===== config.mk =====
export PLATFORM = sky130hd
export DESIGN_NAME = pw_bit_rx
export DESIGN_NICKNAME = d
export VERILOG_FILES = /design/src/rtl/pw_rx_pkg.sv /design/src/rtl/pw_rx_tick.sv /design/src/rtl/pw_rx_width.sv /design/src/rtl/pw_rx_acc.sv /design/src/rtl/pw_bit_rx.sv
export SDC_FILE = /design/constraint.sdc
export NUM_CORES = 1
export LEC_CHECK = 0
export BUFFER_PORTS_ARGS = -buffer_cell sky130_fd_sc_hd__clkbuf_2
export CAP_MARGIN = 20
export CORE_ASPECT_RATIO = 1.25
export CORE_MARGIN = 4
export CORE_UTILIZATION = 55
export CTS_CLUSTER_DIAMETER = 40
export CTS_CLUSTER_SIZE = 10
export DETAILED_ROUTE_END_ITERATION = 16
export HOLD_SLACK_MARGIN = 0.15
export PLACE_DENSITY_LB_ADDON = 0.15
export SLEW_MARGIN = 20
export SYNTH_ARGS = -nofsm -noshare
export SYNTH_HDL_FRONTEND = slang
export SYNTH_SLANG_ARGS = --single-unit
export TNS_END_PERCENT = 20

===== constraint.sdc =====
create_clock -name clk_i -period 5.4 [get_ports clk_i]
set_input_delay 0 -clock clk_i [delete_from_list [all_inputs] [get_ports clk_i]]
set_output_delay 0 -clock clk_i [all_outputs]
set_load 0.005 [all_outputs]

===== src/rtl/pw_rx_pkg.sv =====
package pw_rx_pkg;
  localparam int unsigned MAX_BITS = 8;
  localparam int unsigned LEN_W    = 4;
  localparam int unsigned CNT_W    = $clog2(MAX_BITS + 1);

  typedef enum logic [1:0] {
    ST_IDLE = 2'd0,
    ST_READ = 2'd1,
    ST_FIN  = 2'd2
  } rx_state_e;
endpackage


===== src/rtl/pw_rx_tick.sv =====
module pw_rx_tick #(
  parameter int unsigned DIV = 25
) (
  input  logic clk_i,
  input  logic rst_ni,
  output logic tick_o
);
  generate
    if (DIV <= 1) begin : g_pass
      logic unused;
      assign unused = clk_i ^ rst_ni;
      assign tick_o = 1'b1;
    end else begin : g_div
      localparam int unsigned CW = $clog2(DIV);
      logic [CW-1:0] cnt_q;
      always_ff @(posedge clk_i or negedge rst_ni) begin
        if (!rst_ni)                   cnt_q <= '0;
        else if (cnt_q == CW'(DIV - 1)) cnt_q <= '0;
        else                           cnt_q <= cnt_q + 1'b1;
      end
      assign tick_o = (cnt_q == CW'(DIV - 1));
    end
  endgenerate
endmodule


===== src/rtl/pw_rx_width.sv =====
module pw_rx_width #(
  parameter int unsigned WIDTH_W = 8,
  parameter int unsigned THRESH  = 52
) (
  input  logic               clk_i,
  input  logic               rst_ni,
  input  logic               line_i,
  input  logic               tick_i,
  output logic               bit_vld_o,
  output logic               bit_o,
  output logic               high_o,
  output logic               rise_o,
  output logic [WIDTH_W-1:0] width_o
);
  localparam logic [WIDTH_W-1:0] W_MAX = '1;

  logic sync1_q, sync2_q, prev_q;
  logic [WIDTH_W-1:0] width_q;

  always_ff @(posedge clk_i or negedge rst_ni) begin
    if (!rst_ni) begin
      sync1_q <= 1'b0;
      sync2_q <= 1'b0;
      prev_q  <= 1'b0;
    end else begin
      sync1_q <= line_i;
      sync2_q <= sync1_q;
      prev_q  <= sync2_q;
    end
  end

  assign rise_o = sync2_q & ~prev_q;
  assign high_o = sync2_q;

  // width counts ticks seen while high, the rise cycle included; saturates
  always_ff @(posedge clk_i or negedge rst_ni) begin
    if (!rst_ni)                                      width_q <= '0;
    else if (rise_o)                                  width_q <= WIDTH_W'(tick_i);
    else if (sync2_q && tick_i && width_q != W_MAX)   width_q <= width_q + 1'b1;
  end

  assign width_o   = width_q;
  assign bit_vld_o = ~sync2_q & prev_q;
  assign bit_o     = (width_q < WIDTH_W'(THRESH));
endmodule


===== src/rtl/pw_rx_acc.sv =====
module pw_rx_acc #(
  parameter int unsigned NB = 8
) (
  input  logic                      clk_i,
  input  logic                      rst_ni,
  input  logic                      clr_i,
  input  logic                      bit_vld_i,
  input  logic                      bit_i,
  output logic [NB-1:0]             val_o,
  output logic [$clog2(NB+1)-1:0]   ones_o
);
  localparam int unsigned OW = $clog2(NB + 1);

  logic [NB-1:0] val_q;
  logic [OW-1:0] ones_q;

  always_ff @(posedge clk_i or negedge rst_ni) begin
    if (!rst_ni) begin
      val_q  <= '0;
      ones_q <= '0;
    end else if (clr_i) begin
      val_q  <= '0;
      ones_q <= '0;
    end else if (bit_vld_i) begin
      val_q  <= {val_q[NB-2:0], bit_i};
      ones_q <= ones_q + OW'(bit_i);
    end
  end

  assign val_o  = val_q;
  assign ones_o = ones_q;
endmodule


===== src/rtl/pw_bit_rx.sv =====
module pw_bit_rx
  import pw_rx_pkg::*;
#(
  parameter int unsigned TICK_DIV     = 25,
  parameter int unsigned THRESH_TICKS = 52,
  parameter int unsigned BIT_TICKS    = 79,
  parameter int unsigned WIDTH_W      = 8
) (
  input  logic             clk_i,
  input  logic             rst_ni,
  input  logic             line_i,
  input  logic             req_i,
  input  logic [LEN_W-1:0] len_i,
  output logic [7:0]       data_o,
  output logic             parity_o,
  output logic             done_o,
  output logic             timeout_o
);
  localparam int unsigned LIMIT_MAX = (MAX_BITS * BIT_TICKS * 11) / 10;
  localparam int unsigned TMR_W     = $clog2(LIMIT_MAX + 2) + 1;

  function automatic logic [TMR_W-1:0] calc_limit(input logic [LEN_W-1:0] n);
    int unsigned t;
    t = (int'(n) * BIT_TICKS * 11) / 10;
    return TMR_W'(t);
  endfunction

  rx_state_e           state_q;
  logic                busy, start, len_ok;
  logic                tick;
  logic                bit_vld, bit_val, line_high, line_rise;
  logic [WIDTH_W-1:0]  width;
  logic [MAX_BITS-1:0] acc_val;
  logic [CNT_W-1:0]    acc_ones;
  logic [CNT_W-1:0]    got_q;
  logic [LEN_W-1:0]    len_q;
  logic [TMR_W-1:0]    timer_q, limit_q;
  logic                take;

  pw_rx_tick #(.DIV(TICK_DIV)) u_tick (
    .clk_i (clk_i),
    .rst_ni(rst_ni),
    .tick_o(tick)
  );

  pw_rx_width #(.WIDTH_W(WIDTH_W), .THRESH(THRESH_TICKS)) u_width (
    .clk_i    (clk_i),
    .rst_ni   (rst_ni),
    .line_i   (line_i),
    .tick_i   (tick),
    .bit_vld_o(bit_vld),
    .bit_o    (bit_val),
    .high_o   (line_high),
    .rise_o   (line_rise),
    .width_o  (width)
  );

  assign busy   = (state_q != ST_IDLE);
  assign len_ok = (len_i != '0) && (len_i <= LEN_W'(MAX_BITS));
  assign start  = !busy && req_i && len_ok;
  assign take   = (state_q == ST_READ) && bit_vld;

  pw_rx_acc #(.NB(MAX_BITS)) u_acc (
    .clk_i    (clk_i),
    .rst_ni   (rst_ni),
    .clr_i    (start),
    .bit_vld_i(take),
    .bit_i    (bit_val),
    .val_o    (acc_val),
    .ones_o   (acc_ones)
  );

  always_ff @(posedge clk_i or negedge rst_ni) begin
    if (!rst_ni) begin
      state_q   <= ST_IDLE;
      got_q     <= '0;
      len_q     <= '0;
      timer_q   <= '0;
      limit_q   <= '0;
      data_o    <= '0;
      parity_o  <= 1'b0;
      done_o    <= 1'b0;
      timeout_o <= 1'b0;
    end else begin
      done_o    <= 1'b0;
      timeout_o <= 1'b0;
      unique case (state_q)
        ST_IDLE: begin
          if (start) begin
            state_q <= ST_READ;
            got_q   <= '0;
            len_q   <= len_i;
            timer_q <= '0;
            limit_q <= calc_limit(len_i);
          end
        end
        ST_READ: begin
          if (timer_q > limit_q) begin
            // budget exhausted: abort with cleared result
            data_o    <= '0;
            parity_o  <= 1'b0;
            timeout_o <= 1'b1;
            state_q   <= ST_IDLE;
          end else begin
            if (tick) timer_q <= timer_q + 1'b1;
            if (take) begin
              got_q <= got_q + 1'b1;
              if (got_q + 1'b1 == CNT_W'(len_q)) state_q <= ST_FIN;
            end
          end
        end
        ST_FIN: begin
          data_o   <= acc_val;
          parity_o <= acc_ones[0];
          done_o   <= 1'b1;
          state_q  <= ST_IDLE;
        end
        default: state_q <= ST_IDLE;
      endcase
    end
  end
endmodule


Word level (Yosys, flattened, before mapping)
Index checks and enable logic that the tools add are counted.
W data, S select, Z words.
- reduce and logical (&&, ||, !) cells: 19
- div/mod/pow operators: 1
- order comparisons: 3
- add/subtract/negate cells: 5
- bitwise logic cells: 4
- muxes and demuxes: 27
- multipliers: 2
- equality and inequality tests: 12
- operators with widths (cell ; number):
    $mux W8 ; 5
    $mux W11 ; 3
    $div A15 B4 Y32 const B ; 1
    $pmux W11 S2 ; 1
    $mux W4 ; 5
    $pmux W8 S2 ; 1
    $mul A11 B4 Y15 const B ; 1
    $add A11 B1 Y11 const B ; 1
    $gt A11 B11 Y1 ; 1
    $mul A4 B7 Y11 const B ; 1
    $reduce_bool A2 Y1 ; 5
    $add A8 B1 Y8 const B ; 1
    $lt A8 B6 Y1 const B ; 1
    $mux W2 ; 4
    $ne A8 B8 Y1 const B ; 1
    $pmux W4 S2 ; 1
    $reduce_and A4 Y1 ; 2
    $logic_and A1 B1 Y1 ; 6
    $ne A2 B2 Y1 const B ; 3
    $add A5 B1 Y5 const B ; 1
    $eq A5 B5 Y1 const B ; 1
    $mux W5 ; 1
    $add A4 B1 Y4 ; 1
    $add A4 B1 Y4 const B ; 1
    17 further kinds ; 24
- input bits: 8
- word-level logic and storage cells: 89
- bits in registers: 71

Longest topological paths before layout
- depth in word-level cells: 6
- mapped depth: 55

By module
From an unflattened synthesis, not the netlist that was laid out.
- cell total of the unflattened synthesis: 1015
- area, all modules: 8197.9 sq um
- modules (own cells, without submodules) (module ; seq. area each (sq um) ; instances ; cells an instance ; area each (sq um)):
    pw_bit_rx ; 1076.0 ; 1 ; 895 ; 6822.8
    pw_rx_width ; 275.3 ; 1 ; 53 ; 575.6
    pw_rx_acc ; 300.3 ; 1 ; 43 ; 533.0
    pw_rx_tick ; 125.1 ; 1 ; 24 ; 266.5

Least setup slack after synthesis
Ideal clock, no wire load.
- path kind: in2reg
- start: input port len_i[1]
- end: register limit_q[0]
- setup slack: -5.644 ns
- setup time: 0.129 ns
- cell stages on the path: 48
- data arrival time: 10.914 ns
- path through: fa_1 -> fa_1 -> inv_1 -> fa_1 -> inv_1 -> a21oi_1 -> o21ai_0 -> a21o_1 -> a21o_1 -> xnor2_1 -> ha_1 -> inv_1 -> fa_1 -> inv_1 -> ha_1 -> buf_6 -> a21oi_2 -> nand2_1 -> (+12 left out) -> buf_6 -> a211oi_1 -> o31ai_2 -> and2_2 -> o211ai_4 -> or2_1 -> o311ai_2 -> a21o_2 -> mux2_4 -> a31oi_1 -> and3_2 -> nand3_4 -> a41o_1 -> o41ai_2 -> and2_1 -> a21oi_1 -> or3_1 -> o41a_1
- cells in the longest elaborated chain, start to end: 4
- elaborated cells between the ends (all ways): 8
- RTL lines (item ; RTL line ; text):
    start: declaration ; pw_bit_rx.sv:13 ; input logic [LEN_W-1:0] len_i,
    parallel branches: the longest is 4 deep, another holds $div A15 B4 Y32 ; -- ;
    end signal: assignment ; pw_bit_rx.sv:94 ; limit_q <= calc_limit(len_i);
    end: declaration ; pw_bit_rx.sv:37 ; logic [TMR_W-1:0] timer_q, limit_q;
Parallel ways; which one is timed is not known.
A chain may end at the register's enable or synchronous reset.

Final worst setup path
- start: input port len_i[3]
- end: register limit_q[0]
The elaborated chain is that of the path after synthesis.

==> impl_metrics.toml <==
[sta]
fmax_mhz = 91.1
tightest_slew_ps = 838
fin_crit_sh_pct = 203
hold_viol_final = 0
setup_viol = 10
rsz0062_at_grt = "true"
maxSlewViolCount = 0
hold_slack_ps = 205
maxSlewHeadroom_pct = 44.1
setup_slack_ps = -5580
fin_setup_tns_ps = -29160
skew_ps = 6.03
finalCriticalPeriod_ps = 10980

[logic_synthesis]
ys.flop_type = "dfrtp_1"
yosysSeqAreaShare_pct = 20.6
syn_area_um2 = 8260
syn_inst = 1030
yosys.area.top_type_share_pct = 20.6
ys_warn_count = 0
synth_edf_count = 0
synth_cell_types = 116
async_flop_share_pct = 100
ys_seq_elements = 68
synth_area_per_cell_um2 = 8.02
synth_area_leaders = "dfrtp_1 21%, ha_1 8.9%, nand2_1 5.7%"
yosys.area.top_type = "dfrtp_1"
syn-num-nets = 1109

[cells_and_area]
post_layout_nonfiller_instances = 1552
seqCellArea_um2 = 1700
design_area_um2 = 12400
diodes = 0
final_cell_mix = "335 x buf_4, 121 x nand2_1, 69 x nor2_1"
final_nets = 1450
multi_input_area_um2 = 7090
area_delta_synth_final_pct = 49.6
fill_cells = 771
drive_above_1_share_pct = 42.2
layout.cells.most_common = "buf_4"

[worst_setup_path]
crit_top_cell = "buf_4"
regToRegStartpoint = "timer_q[4]$_DFFE_PN0P_"
crit_path_max_incr_delay_ps = 590
path_buf_inv = 10
worstSetupStartpointType = "input pin"
path_class = "in2reg"
ff2ff_setup_slack_ps = 1570
endpoint_kind = "register"
critPathTopFamily = "compound AO/OA/AOI/OAI gates"
cp_slowest_cell = "fa_1"
rr_worst_depth = 16
timing.rr.end = "timer_q[10]$_DFFE_PN0P_"
crit_arrival_ps = 11190
worstPathRequired_ps = 5610
worst-path-max-fanout = 7

[global_routing]
antenna_found_initial = 0
grt_pass1_wl_um = 44600
track_usage_pct = 30.6
grt_pass1_vias = 9868
gr-total-overflow = 0
grt_start_max_net_pins = 69

[clock_tree]
cts_buffers = 9
cts.sinks = 68
clk-insertion-delay-late_ps = 340
htree_levels = 3
clock_path_buffers = 2
cts_tree = "built"
clk_transition_reported_paths_ps = 50
root_buffer = "clkbuf_16"

[detailed_routing]
dr_total_vias = 10361
post-route-drc-count = 0
drtIter0Drc = 1032
detail_route.vias_per_cell = 6.68
top_layer = "met4"
firstDrtPassIters = 8
wl_met3_um = 2240
postRouteAntennaNets = 0
met2_length_um = 16700
wl_per_cell_um = 21.2
routed_wirelength_um = 33000
drt-met1-wl_um = 11200

[die]
die_x_um = 118
io_pins = 19
num_rows = 49
start_util_pct = 56.9
die-area_um2 = 17100
core_um2 = 14500
die_h_um = 145

[placed_design]
place.detailed.hpwl_um = 19100
placed_cells = 1491
io_buffers = 18
dpl-instance-area_um2 = 10800
gp_congestion = 0.943

[outcome]
status = "finished with violations"
violations = "setup timing"

[hold_path]
hold_class = "in2reg"
hold_depth = 4
holdPathEnd = "timer_q[2]$_DFFE_PN0P_"
hold_start = "req_i"

[job]
drv_cap = 0
## tightest hold or removal path, cell delays in order
cell	delay, ps
clkbuf_2	80
nand2_1	160
a221oi_4	130
a21oi_1	130
## synth_stat cells, types with 6 or more instances
| library cell | count |
|---|---|
| a32oi_1 | 6 |
| clkbuf_1 | 21 |
| ha_1 | 59 |
| a21oi_1 | 69 |
| inv_1 | 49 |
| mux2_2 | 6 |
| nor4_1 | 6 |
| o211ai_1 | 18 |
| nand2b_1 | 10 |
| nor2b_1 | 11 |
| mux2i_1 | 10 |
| buf_4 | 6 |
| a31oi_1 | 9 |
| nand2_1 | 125 |
| xnor2_1 | 28 |
| xor2_1 | 28 |
| a211oi_2 | 6 |
| o32ai_1 | 6 |
| nand4_1 | 10 |
| and3_1 | 11 |
| a21o_1 | 14 |
| dfrtp_1 | 68 |
| o21ai_0 | 70 |
| o2111ai_1 | 12 |
| or3_1 | 12 |
| o21ai_1 | 13 |
| nand3_1 | 36 |
| nor2_1 | 76 |
| o211a_1 | 8 |
| a211oi_1 | 10 |
| buf_2 | 8 |
| and2_1 | 11 |
| nor3_1 | 28 |
| or2_2 | 6 |
| fa_1 | 12 |
## registers in the layout (all words and copies together) (netlist names), 2 cells and up
| register | flops |
|---|---|
| got_q | 4 |
| len_q | 4 |
| u_width.width_o | 8 |
| u_tick.g_div.cnt_q | 5 |
| timer_q | 11 |
| u_acc.val_o | 8 |
| state_q | 2 |
| limit_q | 11 |
| data_o | 8 |
## cell type report
class	instances	area share, %
Clock inverter	2	0.486
Timing Repair Buffer	372	23.0
Multi-Input combinational cell	869	57.4
Tap cell	178	1.80
Sequential cell	68	13.8
Inverter	51	1.55
Clock buffer	12	1.99
## cells by family after synthesis
group	share of synthesized area, %
simple gates	22.0
compound gates	31.0
buf+inv	5.16
fa+ha+maj	12.1
flops	20.6
xor+xnor	6.47
mux	2.65
## routing by layer
layer  track usage (%)  up-vias
li1                  -     4516
met1              32.6     4895
met2              58.0      671
met3              4.32      279
met4              15.7        0
met5                 0        -
## through the flow
stage / setup slack (ps) / util (%)
2_1_floorplan: -5320 / -
3_3_place_gp: -5430 / 74.2
3_5_place_dp: -5790 / 74.2
4_1_cts: -4860 / 81.3
5_1_grt: -5920 / 85.0
6_report: -5580 / 85.0
## how the worst max path moves through the flow
stage                                   to  cells after the start  slack, ps     start
CTS                 limit_q[0]$_DFFE_PN0P_                     51      -4860  len_i[1]
floorplan           limit_q[0]$_DFFE_PN0P_                     48      -5320  len_i[3]
detailed placement  limit_q[0]$_DFFE_PN0P_                     47      -5790  len_i[3]
global placement    limit_q[0]$_DFFE_PN0P_                     51      -5430  len_i[3]
finish              limit_q[0]$_DFFE_PN0P_                     52      -5580  len_i[3]
global route        limit_q[0]$_DFFE_PN0P_                     52      -5920  len_i[3]
## repair_timing
item	CTS	global route
cloned	0	3
resized for setup	93	84
setup buffers	25	14
pin swaps	52	64
endpoints found under the setup margin	11	11
endpoints found under the hold margin	72	0
hold buffers	5	0
Power is left out: the tool's default activity adds up to more than one toggle a clock period on the data nets, which glitch-free logic cannot reach.
